--- src/rtl/bcs_pkg.sv ---
// Package bcs_pkg: command codes, burst-length codes and the mode record
// shared by the burst column sequencer and its checker.
package bcs_pkg;

    typedef enum logic [2:0] {
        CMD_NOP = 3'd0,
        CMD_LMR = 3'd1,
        CMD_RD  = 3'd2,
        CMD_WR  = 3'd3,
        CMD_BST = 3'd4
    } cmd_t;

    typedef enum logic [2:0] {
        BL_1    = 3'd0,
        BL_2    = 3'd1,
        BL_4    = 3'd2,
        BL_8    = 3'd3,
        BL_FULL = 3'd7
    } bl_t;

    typedef struct packed {
        bl_t        bl;
        logic       ilv;
        logic [1:0] cl;
    } mode_t;

    localparam int unsigned MAX_CL = 3;
    localparam int unsigned KEY_W  = 7;

    // True when a length code names a supported burst length.
    function automatic logic bl_code_ok(input logic [2:0] code);
        return (code <= 3'd3) || (code == 3'd7);
    endfunction

    // True when a latency code names a supported CAS latency.
    function automatic logic cl_code_ok(input logic [2:0] code);
        return (code == 3'd2) || (code == 3'd3);
    endfunction

endpackage

--- src/rtl/bcs_mode_reg.sv ---
// Module bcs_mode_reg: holds the burst length, order and CAS latency.
// Loads a new key only on a load-mode command while the sequencer is idle
// and only when every field of the key is supported.
// Assumes ADDR_W >= 7 so the full key is present on the address bus.
module bcs_mode_reg
    import bcs_pkg::*;
#(
    parameter int unsigned ADDR_W = 11
) (
    input  logic              clk,
    input  logic              rst_n,
    input  cmd_t              cmd,
    input  logic [ADDR_W-1:0] key,
    input  logic              busy,
    output mode_t             mode_o
);

    logic [2:0] len_code;
    logic [2:0] lat_code;
    logic       key_ok;
    logic       take;
    mode_t      mode_q;

    // Split the key into its fields and judge whether it is acceptable.
    always_comb begin
        len_code = key[2:0];
        lat_code = key[6:4];
        key_ok   = bl_code_ok(len_code) && cl_code_ok(lat_code);
        take     = (cmd == CMD_LMR) && !busy && key_ok;
    end

    // Mode register with reset default of length 1, sequential, latency 3.
    always_ff @(posedge clk) begin
        if (!rst_n) begin
            mode_q.bl  <= BL_1;
            mode_q.ilv <= 1'b0;
            mode_q.cl  <= 2'd3;
        end else if (take) begin
            mode_q.bl  <= bl_t'(len_code);
            mode_q.ilv <= key[3];
            mode_q.cl  <= lat_code[1:0];
        end
    end

    assign mode_o = mode_q;

endmodule

--- src/rtl/bcs_col_gen.sv ---
// Module bcs_col_gen: runs one burst at a time and forms the column of each
// beat. The burst shape is frozen at the command so a later mode change
// cannot disturb it. Writes are single beats; full page is always linear.
// Assumes COL_W >= 3 so a burst of 8 fits in the column field.
module bcs_col_gen
    import bcs_pkg::*;
#(
    parameter int unsigned COL_W = 8
) (
    input  logic             clk,
    input  logic             rst_n,
    input  cmd_t             cmd,
    input  logic [COL_W-1:0] start_col,
    input  logic             bank_in,
    input  mode_t            mode,
    output logic [COL_W-1:0] col_o,
    output logic             bank_o,
    output logic             act_o,
    output logic             rd_o,
    output logic             fp_o
);

    localparam logic [COL_W-1:0] ALL_ONES = {COL_W{1'b1}};

    logic [COL_W-1:0] base_q;
    logic [COL_W-1:0] beat_q;
    logic [COL_W-1:0] mask_q;
    logic             ilv_q;
    logic             fp_q;
    logic             rd_q;
    logic             act_q;
    logic             bank_q;
    logic [COL_W-1:0] mode_mask;
    logic             start;
    logic             last_beat;

    // Translate the programmed length into a mask over the wrapping bits.
    always_comb begin
        unique case (mode.bl)
            BL_1:    mode_mask = '0;
            BL_2:    mode_mask = COL_W'(1);
            BL_4:    mode_mask = COL_W'(3);
            BL_8:    mode_mask = COL_W'(7);
            default: mode_mask = ALL_ONES;
        endcase
        start     = (cmd == CMD_RD) || (cmd == CMD_WR);
        last_beat = !fp_q && (beat_q == mask_q);
    end

    // Burst state: start, step, natural end, or stop command.
    always_ff @(posedge clk) begin
        if (!rst_n) begin
            base_q <= '0;
            beat_q <= '0;
            mask_q <= '0;
            ilv_q  <= 1'b0;
            fp_q   <= 1'b0;
            rd_q   <= 1'b0;
            act_q  <= 1'b0;
            bank_q <= 1'b0;
        end else if (start) begin
            base_q <= start_col;
            beat_q <= '0;
            act_q  <= 1'b1;
            bank_q <= bank_in;
            rd_q   <= (cmd == CMD_RD);
            if (cmd == CMD_WR) begin
                mask_q <= '0;
                fp_q   <= 1'b0;
                ilv_q  <= 1'b0;
            end else begin
                mask_q <= mode_mask;
                fp_q   <= (mode.bl == BL_FULL);
                ilv_q  <= mode.ilv && (mode.bl != BL_FULL);
            end
        end else if (cmd == CMD_BST) begin
            act_q <= 1'b0;
        end else if (act_q) begin
            if (last_beat) begin
                act_q <= 1'b0;
            end else begin
                beat_q <= beat_q + 1'b1;
            end
        end
    end

    // Column of the current beat: fixed high bits, ordered low bits.
    always_comb begin
        if (ilv_q) begin
            col_o = (base_q & ~mask_q) | ((base_q ^ beat_q) & mask_q);
        end else begin
            col_o = (base_q & ~mask_q) | ((base_q + beat_q) & mask_q);
        end
    end

    assign bank_o = bank_q;
    assign act_o  = act_q;
    assign rd_o   = rd_q;
    assign fp_o   = fp_q;

endmodule

--- src/rtl/bcs_rd_pipe.sv ---
// Module bcs_rd_pipe: delays the read-beat flag by the CAS latency and
// reports whether any strobe is still in flight.
// Assumes the latency only changes while the pipe is empty.
module bcs_rd_pipe #(
    parameter int unsigned DEPTH = 3
) (
    input  logic       clk,
    input  logic       rst_n,
    input  logic       beat_in,
    input  logic [1:0] cl,
    output logic       valid_o,
    output logic       pending_o
);

    localparam int unsigned IDX_W = (DEPTH > 1) ? $clog2(DEPTH) : 1;

    logic [DEPTH-1:0] stage_q;
    logic [IDX_W-1:0] tap;

    // Shift the read-beat flag one stage per clock.
    generate
        if (DEPTH == 1) begin : g_one
            always_ff @(posedge clk) begin
                if (!rst_n) stage_q <= '0;
                else        stage_q <= beat_in;
            end
        end else begin : g_many
            always_ff @(posedge clk) begin
                if (!rst_n) stage_q <= '0;
                else        stage_q <= {stage_q[DEPTH-2:0], beat_in};
            end
        end
    endgenerate

    // Pick the stage that matches the programmed latency.
    always_comb begin
        tap       = IDX_W'(cl - 2'd1);
        valid_o   = stage_q[tap];
        pending_o = |stage_q;
    end

endmodule

--- src/rtl/burst_col_seq.sv ---
// Module burst_col_seq: top of the burst column sequencer. Decodes the
// command, holds the mode, generates burst columns and delays the read
// strobe by the CAS latency. Assumes one command per clock.
module burst_col_seq
    import bcs_pkg::*;
#(
    parameter int unsigned COL_W  = 8,
    parameter int unsigned ADDR_W = 11
) (
    input  logic              clk,
    input  logic              rst_n,
    input  logic [2:0]        cmd_i,
    input  logic [ADDR_W-1:0] addr_i,
    input  logic              bank_i,
    output logic [COL_W-1:0]  col_o,
    output logic              bank_o,
    output logic              burst_act_o,
    output logic              rd_valid_o
);

    cmd_t  cmd;
    mode_t mode_q;
    logic  gen_rd;
    logic  gen_fp;
    logic  rd_pending;
    logic  busy;
    logic  rd_beat;

    // Map the raw code to a command; unused codes act as idle.
    always_comb begin
        unique case (cmd_i)
            3'd1:    cmd = CMD_LMR;
            3'd2:    cmd = CMD_RD;
            3'd3:    cmd = CMD_WR;
            3'd4:    cmd = CMD_BST;
            default: cmd = CMD_NOP;
        endcase
    end

    bcs_mode_reg #(.ADDR_W(ADDR_W)) u_mode (
        .clk    (clk),
        .rst_n  (rst_n),
        .cmd    (cmd),
        .key    (addr_i),
        .busy   (busy),
        .mode_o (mode_q)
    );

    bcs_col_gen #(.COL_W(COL_W)) u_gen (
        .clk       (clk),
        .rst_n     (rst_n),
        .cmd       (cmd),
        .start_col (addr_i[COL_W-1:0]),
        .bank_in   (bank_i),
        .mode      (mode_q),
        .col_o     (col_o),
        .bank_o    (bank_o),
        .act_o     (burst_act_o),
        .rd_o      (gen_rd),
        .fp_o      (gen_fp)
    );

    // A read beat is any active cycle of a read burst.
    assign rd_beat = burst_act_o && gen_rd;

    bcs_rd_pipe #(.DEPTH(MAX_CL)) u_pipe (
        .clk       (clk),
        .rst_n     (rst_n),
        .beat_in   (rd_beat),
        .cl        (mode_q.cl),
        .valid_o   (rd_valid_o),
        .pending_o (rd_pending)
    );

    // The block is busy while a burst runs or strobes are in flight.
    assign busy = burst_act_o || rd_pending;

endmodule

--- config.mk ---
export PLATFORM = sky130hd
export DESIGN_NAME = burst_col_seq
export DESIGN_NICKNAME = d
export VERILOG_FILES = /design/src/rtl/bcs_pkg.sv /design/src/rtl/bcs_mode_reg.sv /design/src/rtl/bcs_col_gen.sv /design/src/rtl/bcs_rd_pipe.sv /design/src/rtl/burst_col_seq.sv
export SDC_FILE = /design/constraint.sdc
export NUM_CORES = 1
export LEC_CHECK = 0
export ABC_AREA = 0
export BUFFER_PORTS_ARGS = -buffer_cell sky130_fd_sc_hd__buf_4
export CAP_MARGIN = 25
export CORE_UTILIZATION = 40
export DETAILED_ROUTE_END_ITERATION = 10
export PLACE_DENSITY = 0.58
export SETUP_SLACK_MARGIN = 0.4
export SYNTH_ARGS = -nofsm -noshare
export SYNTH_HDL_FRONTEND = slang
export SYNTH_SLANG_ARGS = --single-unit
--- constraint.sdc ---
create_clock -name clk -period 2.8 [get_ports clk]
set_input_delay 0.28 -clock clk [delete_from_list [all_inputs] [get_ports clk]]
set_output_delay 0.28 -clock clk [all_outputs]
set_load 0.01 [all_outputs]
---- Word-level counts from Yosys, hierarchy flattened ----
Index checks and enable logic that the tools add are counted.
storage, ports and cells
  flip-flop bits (word level) ............. 38
  input port bits ......................... 17
operators by class
  $add $sub $neg .......................... 3
  $lt $le $gt $ge ......................... 2
  eq/ne operators ......................... 17
  multiplexer cells ....................... 12
  bitwise gates (word level) .............. 10
  reductions and logical operators ........ 16
operators with widths
  operator             count
  $pmux 8 s4           1
  $and 8x8->8          3
  $eq 3x2->1 const B   8
  $mux 8               2
  $or 8x8->8           2
  $eq 3x3->1 const B   4
  $pmux 3 s4           1
  $eq 3x1->1 const B   3
  $add 8x1->8 const B  1
  $add 8x8->8          1
  $eq 8x8->1           1
  $not 8->8            1
  $xor 8x8->8          1
  $mux 1               7
  $logic_and 1x1->1    6
  $logic_or 1x1->1     4
  $le 3x2->1 const B   1
  $logic_not 3->1      1
  $lt 2x3->1 const B   1
  $ne 3x3->1 const B   1
  $not 1->1            3
  $reduce_and 3->1     1
  $reduce_or 3->1      1
  $bmux 1 s2           1
  other kinds (3)      4

---- Depth between registers and ports, before layout ----
Gate-level depths: netlist of the first run.
  word-level depth ........................ 6
  depth in mapped cells ................... 8
  mapped depth without buffers ............ 8

---- By module ----
Synthesis of the first run repeated with hierarchy kept, for this count alone.
unflattened totals
  cells, all modules ...................... 244
  area, all modules ....................... 2042.0 sq um
by module, submodules not included
  module         times used  cells an instance  area an instance (sq um)  sequential area each (sq um)
  bcs_col_gen    1           203                1602.8                    500.5
  bcs_mode_reg   1           26                 286.5                     120.1
  bcs_rd_pipe    1           10                 110.1                     60.1
  burst_col_seq  1           5                  42.5                      0.0

---- Worst setup path after synthesis of the first run ----
Ideal clock, no wire load.
  kind .................................... flip-flop to output port
  start point ............................. register u_gen.beat_q[0]
  end point ............................... output port col_o[6]
  arrival ................................. 1818 ps
  path slack .............................. 702 ps
  stages on the path, launching flop included .. 9
  path buffers ............................ 0
  path through ............................ dfxtp_1 ha_1 inv_1 fa_1 nor2b_1 o21ai_1 a211oi_1 o21ai_0 a31o_2
on the way
  cells in the longest elaborated chain, start to end .. 4
ends and longest elaborated chain
  element                 RTL line             source
  from (decl)             bcs_col_gen.sv:26    logic [COL_W-1:0] beat_q;
  from (signal assigned)  bcs_col_gen.sv:82    beat_q <= beat_q + 1'b1;
  $add 8x8->8             bcs_col_gen.sv:92    col_o = (base_q & ~mask_q) | ((base_q + beat_q) & mask_q);
  $and 8x8->8             bcs_col_gen.sv:92
  $or 8x8->8              bcs_col_gen.sv:92
  $mux 8                  bcs_col_gen.sv:89    if (ilv_q) begin
  to (decl)               burst_col_seq.sv:15  output logic [COL_W-1:0] col_o,
Every way passes these cells.

---- Final worst setup path of the first run ----
Ends and elaborated chain as after synthesis.

==> flow_summary_export.csv, run 1 <==
group,metric,value,unit
synth,yosysWarningCount,0,
sta,skew,4.28,ps
die,io_pins,28,
outcome,status,"finished clean",
routing,drc,0,
synth,ys_ff_latch,34,
clock_network,numClockSinks,34,
clock_network,clk-insertion-delay-late,280,ps
synth,syn_area_per_cell,8.25,um^2
clock_network,clockRootBuffer,"clkbuf_8",
routing,drt-total-wl,4080,um
die,core_area,4380,um^2
finish,final_common_cell,"nand2_1",
sta,fin_crit,2350,ps
sta,finalHoldViolations,0,
worst_setup_path,critPathRequiredTime,2520,ps
finish,fin_nets,279,
sta,fmax,425,MHz
sta,rsz0062_at_grt,"yes",
worst_setup_path,critical_path.startpoint,"u_gen.beat_q[0]$_SDFFE_PP0P_",
sta,fin_setup_tns,0,ps
finish,syn_to_final_growth,24.0,%
clock_network,cts_buffer_depth,2,
global_routing,grt_max_degree,28,
placed_design,place.port_buffers,24,
sta,worst_pin_slew,596,ps
sta,finalSetupViolCount,0,
worst_hold_path,holdCritPathClass,"input pin to flop",
worst_setup_path,cp_max_fo,2,
power,p_per_area,421,nW/um^2
clock_network,clk_pin_slew,70,ps
global_routing,grt_pass1_vias,1630,
worst_hold_path,hp-start,"addr_i[4]",
finish,fill_cells,439,
worst_setup_path,cp_slowest_stage_delay,350,ps
worst_setup_path,worstSetupEndpointType,"primary output",
placed_design,gp_congestion,0.760,
finish,layout_common_cells,"nand2_1, buf_4, dfxtp_1, a21oi_1, o21ai_0",
synth,ys_seq_area_frac,0.370,
sta,max_slew_margin,0.602,
sta,slew_violations,0,
routing,vias,1635,
synth,syn_inst,223,
die,die_y,69.8,um
finish,drive_gt1_frac,0.240,
global_routing,overflow,0,
routing,wl_per_cell,13.3,um
die,start_util,0.420,
clock_network,cts_buffers,5,
die,die_x,69.8,um
routing,dr.first_iter.drc_count,96,
routing,vias_per_cell,5.34,
clock_network,htreeDepth,2,
worst_setup_path,path_class,"flop to primary output",
clock_network,cts_hold_buf,0,
synth,syn-cell-area,1840,um^2
run,drv_cap,0,
worst_setup_path,crit_arrival,2070,ps
power,p_leak,0.904,nW
routing,drtPass1Iterations,4,
synth,synthesis.nets,249,
worst_setup_path,slowest_stage,"dfxtp_4",
global_routing,grt.total_usage,0.189,
placed_design,place_hpwl,2960,um
routing,antenna_left,0,
worst_setup_path,worstPathCellList,"ha_4, inv_2, fa_2, nor2b_2, o21ai_2, a211oi_2, or3_1, a31o_2, buf_6",
global_routing,grt_pass1_wl,7330,um
sta,period_share,0.840,
global_routing,antenna_found_initial,0,
worst_setup_path,start_kind,"flop",
sta,hold_slack,219,ps
synth,synth_cell_types,38,
power,vdd_drop_max,0.266,mV
worst_setup_path,reg2reg_from,"u_gen.beat_q[5]$_SDFFE_PP0P_",
die,rows,24,
worst_setup_path,rrSetupSlack,1010,ps
finish,antenna_cells,0,
clock_network,cts_tree,"yes",
die,dieArea,4870,um^2
[worst max-delay path: cells and delay by family (launching register included)]
| kind | cells | cell delay (ps) |
|---|---|---|
| compound gates | 3 | 510 |
| fa+ha+maj | 2 | 360 |
| buf+inv | 2 | 160 |
| flops | 1 | 350 |
| simple gates | 2 | 400 |
[power breakdown]
part | switching (mW) | leakage (nW) | internal [mW]
sequential | 0.00815 | 0.280 | 0.490
clock | 0.181 | 0.0472 | 0.198
combinational | 0.0419 | 0.577 | 0.0421
[synth_stat cells]
master | instances | area share
nand2b_1 | 1 | 0.0034
nand2_1 | 36 | 0.073
buf_6 | 1 | 0.0061
nand4_1 | 2 | 0.0068
a211oi_1 | 2 | 0.0082
o211a_1 | 1 | 0.0054
a21o_1 | 1 | 0.0041
a21boi_0 | 13 | 0.053
o31ai_1 | 1 | 0.0041
clkbuf_1 | 6 | 0.012
a2111oi_0 | 3 | 0.014
xnor2_1 | 5 | 0.024
nor2b_1 | 11 | 0.037
a21oi_1 | 16 | 0.044
a32o_1 | 1 | 0.0054
o21ai_0 | 16 | 0.044
and3_1 | 2 | 0.0068
a31o_2 | 1 | 0.0048
fa_1 | 1 | 0.011
a31oi_1 | 1 | 0.0034
mux2_2 | 2 | 0.012
nand4b_1 | 1 | 0.0048
inv_1 | 7 | 0.014
o21ai_1 | 1 | 0.0027
nand3b_1 | 1 | 0.0041
and2_1 | 3 | 0.010
ha_1 | 8 | 0.054
and3_4 | 1 | 0.0061
nand3_1 | 5 | 0.014
nor3_1 | 5 | 0.014
nor2_1 | 11 | 0.022
or3_1 | 8 | 0.027
nor4_1 | 3 | 0.010
and4_2 | 1 | 0.0054
xor2_1 | 3 | 0.014
mux2i_1 | 7 | 0.038
dfxtp_1 | 34 | 0.37
a41o_1 | 1 | 0.0054
[state kept, by name, indices dropped and copies added (netlist names)]
signal and flops:
u_gen.act_o 1, u_mode.mode_o 6, u_gen.ilv_q 1, u_gen.bank_o 1
u_gen.mask_q 4, u_pipe.stage_q 3, u_gen.fp_o 1, u_gen.rd_o 1
u_gen.beat_q 8, u_gen.base_q 8
[worst paths after layout]
kind	end	cells past startpoint
max reg2reg	u_gen.beat_q[7]$_SDFFE_PP0P_	5
min reg2reg	u_gen.fp_o$_SDFFE_PN0P_	2
min	u_mode.mode_o[0]$_SDFFE_PN1P_	3
max	col_o[6]	9
[routing by layer]
metal	share of wire	GRT usage
met1	0.50	0.242
met2	0.46	0.308
met3	0.028	0.0494
met4	0.013	0.0644
met5	0	0
[stage by stage]
step	cell area [um^2]	setup WS [ps]	total power [mW]	util	cells
CTS	2230	393	0.978	0.510	305
global placement	2070	372	0.590	0.473	295
floorplan	1840	702	0.550	-	223
detailed placement	2070	347	0.590	0.473	295
global route	2280	330	1.01	0.520	306
finish	2280	449	0.961	0.520	306
[area by class of cell]
type / count / area (um^2) / area share
Clock buffer: 6 / 82.6 / 0.0362
Sequential cell: 34 / 696 / 0.305
Inverter: 7 / 26.3 / 0.0115
Timing Repair Buffer: 30 / 229 / 0.100
Tap cell: 52 / 65.1 / 0.0285
Multi-Input combinational cell: 175 / 1170 / 0.513
Clock inverter: 2 / 12.5 / 0.00549
[what timing repair did]
action                     4_1_cts  5_1_grt
gates resized for setup         16       10
setup buffers                    2        1
pin swaps                        1        2
setup endpoints to repair        4        3
hold endpoints to repair         0        0
[cells by family (layout without fill, tap and decap cells)]
| logic type | Yosys count | after routing | synth area share |
|---|---|---|---|
| buffers and inverters | 14 | 45 | 0.0327 |
| AO/OA/AOI/OAI | 58 | 58 | 0.198 |
| AND/OR/NAND/NOR | 91 | 91 | 0.246 |
| XOR/XNOR | 8 | 8 | 0.0381 |
| adder cells (fa/ha/maj) | 9 | 9 | 0.0653 |
| flip-flops | 34 | 34 | 0.370 |
| multiplexers | 9 | 9 | 0.0503 |
(Power assumes the default switching activity.)
==> inputs of run 2 (changes only) <==
--- a/config.mk
+++ b/config.mk
@@ -10,7 +10,7 @@
 export CAP_MARGIN = 25
 export CORE_UTILIZATION = 40
 export DETAILED_ROUTE_END_ITERATION = 10
-export PLACE_DENSITY = 0.58
+export PLACE_DENSITY = 0.6
 export SETUP_SLACK_MARGIN = 0.4
 export SYNTH_ARGS = -nofsm -noshare
 export SYNTH_HDL_FRONTEND = slang
==> constraint.sdc (replaced) <==
create_clock -name clk -period 2 [get_ports clk]
set_input_delay 0.2 -clock clk [delete_from_list [all_inputs] [get_ports clk]]
set_output_delay 0.2 -clock clk [all_outputs]
set_load 0.01 [all_outputs]
==> run 2 against run 1 <==
Compared with the run above: the flow now finishes with violations (setup timing); sequential share of layout area shrank 3.6 points; register-to-register slack lost 720 ps; sequential power up 40%; routed wire length increased by 13%; worst hold slack got worse by 76 ps; global-route usage up 0.89 points; cell area grew 16%; critical endpoint unchanged; largest cell class unchanged.
==> flow_summary_export.csv, run 2 (synthesis gave the netlist of run 1 again) <==
group,metric,value,unit
clock_network,htreeDepth,2,
worst_hold_path,hold_path_depth,3,
power,vdd_drop_max,0.313,mV
die,io_pins,28,
sta,period_share,1.11,
die,core_area,4380,um^2
die,die_x,69.8,um
worst_hold_path,min_to,"u_mode.mode_o[0]$_SDFFE_PN1P_",
finish,fin_nets,296,
sta,max_slew_margin,0.599,
worst_setup_path,critPathTopFamily,"compound AO/OA/AOI/OAI gates",
global_routing,grt_max_degree,28,
worst_setup_path,cp_max_fo,2,
global_routing,grt_pass1_wl,7670,um
worst_hold_path,hp-start,"addr_i[4]",
finish,final_common_cell,"buf_4",
routing,wl_per_cell,14.2,um
routing,drc,0,
clock_network,cts_tree,"yes",
global_routing,grt.total_usage,0.198,
outcome,violations,"setup timing",
sta,finalHoldViolations,0,
sta,slew_violations,0,
routing,dr.first_iter.drc_count,60,
routing,antenna_left,0,
global_routing,antenna_found_initial,0,
finish,syn_to_final_growth,43.4,%
worst_hold_path,holdCritPathClass,"input pin to flop",
sta,skew,8.90,ps
sta,setup_ws,-222,ps
finish,drive_gt1_frac,0.387,
clock_network,cts_buffers,5,
worst_setup_path,path_class,"flop to primary output",
worst_setup_path,cp_slowest_stage_delay,350,ps
worst_setup_path,rrSetupSlack,290,ps
sta,rsz0062_at_grt,"yes",
power,report.power.total,1.43,mW
worst_setup_path,worstSetupEndpointType,"primary output",
clock_network,clk-insertion-delay-late,280,ps
routing,drtPass1Iterations,4,
die,start_util,0.420,
finish,antenna_cells,0,
worst_setup_path,crit_arrival,2020,ps
worst_setup_path,critPathRequiredTime,1800,ps
global_routing,grt_pass1_vias,1597,
power,p_per_area,541,nW/um^2
placed_design,place.port_buffers,24,
die,rows,24,
clock_network,clockRootBuffer,"clkbuf_8",
die,dieArea,4870,um^2
clock_network,clk_pin_slew,80,ps
sta,fin_crit,2220,ps
worst_setup_path,start_kind,"flop",
placed_design,place_hpwl,3100,um
clock_network,cts_hold_buf,0,
routing,vias_per_cell,5.32,
finish,layout_common_cells,"buf_4, nand2_1, dfxtp_1, a21boi_0, a21oi_1",
worst_setup_path,critical_path_buf_inv_count,2,
finish,fin_area,2640,um^2
worst_setup_path,slowest_stage,"dfxtp_4",
global_routing,overflow,0,
finish,multiInputGateArea,1340,um^2
power,p_leak,1.02,nW
routing,drt-total-wl,4600,um
sta,finalSetupViolCount,5,
finish,final_util,0.602,
worst_setup_path,r2r_cells,9,
worst_setup_path,timing.rr.end,"u_gen.beat_q[0]$_SDFFE_PP0P_",
sta,fmax,450,MHz
placed_design,placed_cell_area,2230,um^2
placed_design,place_ws,2.42,ps
finish,fill_cells,406,
outcome,status,"complete, but fails checks",
clock_network,cts_buffer_depth,2,
worst_setup_path,worstPathCellList,"ha_4, inv_2, fa_2, nor2b_2, o21ai_2, a211oi_2, or3_1, a31o_2, buf_6",
placed_design,gp_congestion,0.759,
worst_setup_path,reg2reg_from,"u_gen.beat_q[1]$_SDFFE_PP0P_",
die,die_y,69.8,um
routing,vias,1717,
finish,seq_area,708,um^2
run,drv_cap,0,
sta,worst_pin_slew,600,ps
clock_network,numClockSinks,34,
run 2: changes by cell type in the layout (fill, tap and decap cells not counted), moves of 4 or more:
cell,change
a21oi_1,-5
o21ai_0,-7
a21oi_2,+5
dfxtp_1,-4
buf_4,+9
o21ai_1,+6
buf_6,+8
run 2: worst max-delay path by stage:
stage | from | cells past startpoint | endpoint | slack, ps
floorplan | u_gen.beat_q[0]$_SDFFE_PP0P_ | 8 | col_o[6] | 200
global route | u_gen.beat_q[0]$_SDFFE_PP0P_ | 9 | col_o[6] | -300
global placement | u_gen.base_q[0]$_SDFFE_PN0P_ | 9 | col_o[6] | 9
finish | u_gen.beat_q[0]$_SDFFE_PP0P_ | 9 | col_o[6] | -220
detailed placement | u_gen.base_q[0]$_SDFFE_PN0P_ | 9 | col_o[6] | 2
CTS | u_gen.beat_q[0]$_SDFFE_PP0P_ | 9 | col_o[6] | -270
run 2: stage by stage:
step                hold WS, ps  TNS, ps  cells
detailed placement          436        0    302
global placement            436        0    302
global route                153    -1250    323
finish                      144     -709    323
floorplan                   325        0    223
CTS                         143     -839    320
run 2: tightest hold or removal path: cells and delay by family:
| kind | cells | cell delay, ps |
|---|---|---|
| buf+inv | 1 | 90 |
| simple gates | 1 | 50 |
| mux | 1 | 50 |
run 2: cell type report:
class | instances | area share
tap | 52 | 0.0247
sequential | 34 | 0.269
inverter | 7 | 0.00996
clock buffer | 8 | 0.0417
timing repair buffer | 47 | 0.147
multi-input combinational | 175 | 0.509
run 2: repair_timing:
action	in CTS	in global routing
gates cloned	0	0
endpoints found under the hold margin	0	0
pin swaps	26	20
buffers inserted	10	3
endpoints found under the setup margin	16	16
gates resized for setup	26	28
run 2: power by group:
part / total, mW / internal (mW) / switching, mW
sequential: 0.696 / 0.683 / 0.0126
combinational: 0.132 / 0.0686 / 0.0633
clock: 0.599 / 0.348 / 0.251
total: 1.43 / 1.10 / 0.327
run 2: per-layer routing:
metal,global-route usage,part of all wire,routed length [um],vias up
li1,-,-,-,885
met1,0.272,0.49,2240,791
met2,0.316,0.47,2180,35
met3,0.0305,0.028,129,6
met4,0.0667,0.012,54,0
met5,0,0,0,-
==> inputs of run 3 (changes only) <==
--- a/config.mk
+++ b/config.mk
@@ -5,12 +5,12 @@
 export SDC_FILE = /design/constraint.sdc
 export NUM_CORES = 1
 export LEC_CHECK = 0
-export ABC_AREA = 0
+export ABC_AREA = 1
 export BUFFER_PORTS_ARGS = -buffer_cell sky130_fd_sc_hd__buf_4
 export CAP_MARGIN = 25
 export CORE_UTILIZATION = 40
 export DETAILED_ROUTE_END_ITERATION = 10
-export PLACE_DENSITY = 0.6
+export PLACE_DENSITY = 0.59
 export SETUP_SLACK_MARGIN = 0.4
 export SYNTH_ARGS = -nofsm -noshare
 export SYNTH_HDL_FRONTEND = slang
==> run 3 against run 2 <==
Compared with the run above: the flow now finishes without violations; global-route usage shrank 0.053 points; synthesized cell count grew 29%; critical path depth grew 2; highest routed layer unchanged; sequential power grew 1%.
==> flow_summary_export.csv, run 3 <==
group,metric,value,unit
synth,synth_area_leaders,"dfxtp_1, nand2_1, inv_1",
sta,hold_slack,130,ps
sta,finalSetupViolCount,0,
sta,max_slew_margin,0.596,
power,report.power.total,1.40,mW
power,internal_power,1.04,mW
global_routing,grt.total_usage,0.198,
power,vdd_drop_max,0.362,mV
routing,antenna_left,0,
power,power_frac_seq,0.503,
clock_network,htreeDepth,2,
global_routing,antenna_found_initial,0,
sta,slew_violations,0,
global_routing,grt_pass1_wl,7910,um
routing,dr.first_iter.drc_count,110,
worst_hold_path,hp-start,"bank_i",
routing,vias_per_cell,4.95,
power,p_comb_frac,0.110,
synth,syn_inst,288,
finish,final_util,0.523,
synth,synthesis.nets,314,
clock_network,cts_buffer_depth,2,
clock_network,numClockSinks,34,
finish,drive_gt1_frac,0.235,
run,drv_cap,0,
worst_setup_path,worstSetupEndpointType,"primary output",
finish,multiInputGateArea,1170,um^2
finish,fill_cells,478,
finish,fin_nets,348,
routing,wl_per_cell,12.4,um
synth,synth_commonest_cells,"nand2_1, inv_1, dfxtp_1",
worst_hold_path,holdCritPathClass,"input pin to flop",
worst_setup_path,path_class,"flop to primary output",
synth,yosysWarningCount,0,
sta,fin_crit,2000,ps
clock_network,cts_tree,"yes",
die,io_pins,28,
synth,syn-cell-area,1950,um^2
worst_setup_path,cp_max_fo,3,
clock_network,clockRootBuffer,"clkbuf_8",
worst_setup_path,critical_path.startpoint,"u_gen.base_q[0]$_SDFFE_PN0P_",
sta,worst_pin_slew,605,ps
global_routing,overflow,0,
placed_design,dp.cells,377,
die,rows,25,
worst_setup_path,r2r_cells,7,
synth,ys_async_sr_fraction,0,
clock_network,clk-insertion-delay-late,290,ps
placed_design,gp_congestion,0.786,
synth,ys_ff_latch,34,
die,die_x,71.9,um
synth,yosys.area.top_type,"dfxtp_1",
synth,synth_edf_count,0,
sta,rsz0062_at_grt,"yes",
die,core_area,4720,um^2
die,start_util,0.413,
finish,syn_to_final_growth,26.7,%
worst_setup_path,crit_arrival,1800,ps
global_routing,grt_pass1_vias,1702,
finish,final_common_cell,"nand2_1",
worst_setup_path,timing.rr.end,"u_gen.beat_q[0]$_SDFFE_PP0P_",
routing,drtPass1Iterations,4,
power,swShare,0.258,
finish,seq_area,699,um^2
clock_network,clk_pin_slew,70,ps
power,p_leak,1.14,nW
worst_setup_path,reg2reg_from,"u_gen.beat_q[0]$_SDFFE_PP0P_",
worst_hold_path,min_to,"u_gen.bank_o$_SDFFE_PN0P_",
sta,period_share,0.999,
placed_design,place.port_buffers,24,
routing,drt-total-wl,4830,um
clock_network,cts_hold_buf,0,
finish,final_cells,390,
synth,syn_area_per_cell,6.78,um^2
routing,drc,0,
worst_setup_path,critPathRequiredTime,1800,ps
die,dieArea,5160,um^2
sta,finalHoldViolations,0,
synth,synth_cell_types,31,
power,clockPowerShare,0.387,
worst_hold_path,hold_path_depth,3,
outcome,status,"finished clean",
routing,vias,1930,
power,p_per_area,566,nW/um^2
die,die_y,71.9,um
synth,yosys.area.top_type_share,0.349,
synth,ys_seq_area_frac,0.349,
worst_setup_path,rrSetupSlack,540,ps
placed_design,place_hpwl,3470,um
clock_network,cts_buffers,5,
sta,skew,5.51,ps
worst_setup_path,start_kind,"flop",
global_routing,grt_max_degree,20,
finish,layout_common_cells,"nand2_1, inv_1, buf_4, nor2_1, dfxtp_1",
synth,ys.flop_type,"dfxtp_1",
synth,yosysMostFrequentCell,"nand2_1",
finish,antenna_cells,0,
sta,fin_setup_tns,0,ps
sta,fmax,500,MHz
power,power.switching,0.361,mW
run 3: kinds of logic after synthesis:
family,synth area share
buffers and inverters,0.105
xor gates and xnor gates,0.0314
adders and majority gates,0.0615
DFF,0.349
AOI/OAI and AO/OA,0.156
and+or+nand+nor,0.297
run 3: per-stage QoR:
stage	area (um^2)	setup slack [ps]
4_1_cts	2460	-101
3_5_place_dp	2220	186
3_3_place_gp	2220	210
2_1_floorplan	1960	431
5_1_grt	2470	-76.6
6_report	2470	1.55
run 3: worst max path at each step:
stage	to	slack [ps]	cells past startpoint
after global routing	col_o[6]	-80	11
final	col_o[6]	2	11
after global placement	col_o[6]	210	11
after floorplan	col_o[6]	430	10
after CTS	col_o[6]	-100	11
after detailed placement	col_o[6]	190	11
run 3: what timing repair did:
| item | 4_1_cts | 5_1_grt |
|---|---|---|
| pin swaps | 12 | 8 |
| buffers inserted | 5 | 0 |
| setup endpoints to repair | 7 | 8 |
| gates resized for setup | 25 | 6 |
run 3: power by group through the flow:
stage	Clock (mW)	Sequential, mW	Combinational [mW]
finish	0.541	0.703	0.154
CTS	0.549	0.705	0.153
floorplan	0	0.716	0.0778
global placement	0	0.720	0.137
detailed placement	0	0.720	0.139
global route	0.571	0.705	0.172
run 3: critical path, stage by stage, from the launching register on:
cell     delay, ps
dfxtp_4        370
ha_4           130
inv_2           30
fa_2           370
inv_2           60
nand4_1         80
nand3_1        100
nand2_1         60
nand2_1         70
nand3_1         70
nand2_2         70
buf_6           90
run 3: cell type report:
| class | instances | share of cell area |
|---|---|---|
| multi-input combinational | 204 | 0.473 |
| timing repair buffer | 36 | 0.111 |
| sequential | 34 | 0.283 |
| clock inverter | 1 | 0.00202 |
| tap | 67 | 0.0339 |
| inverter | 41 | 0.0622 |
| clock buffer | 7 | 0.0349 |
run 3: per-layer routing:
metal / routed length (um) / part of all wire / up-vias / track usage
met1: 2440 / 0.51 / 891 / 0.273
met4: 72 / 0.015 / 0 / 0.0741
met5: 0 / 0 / - / 0
li1: - / - / 1004 / -
met2: 2190 / 0.45 / 29 / 0.308
met3: 123 / 0.025 / 6 / 0.0338
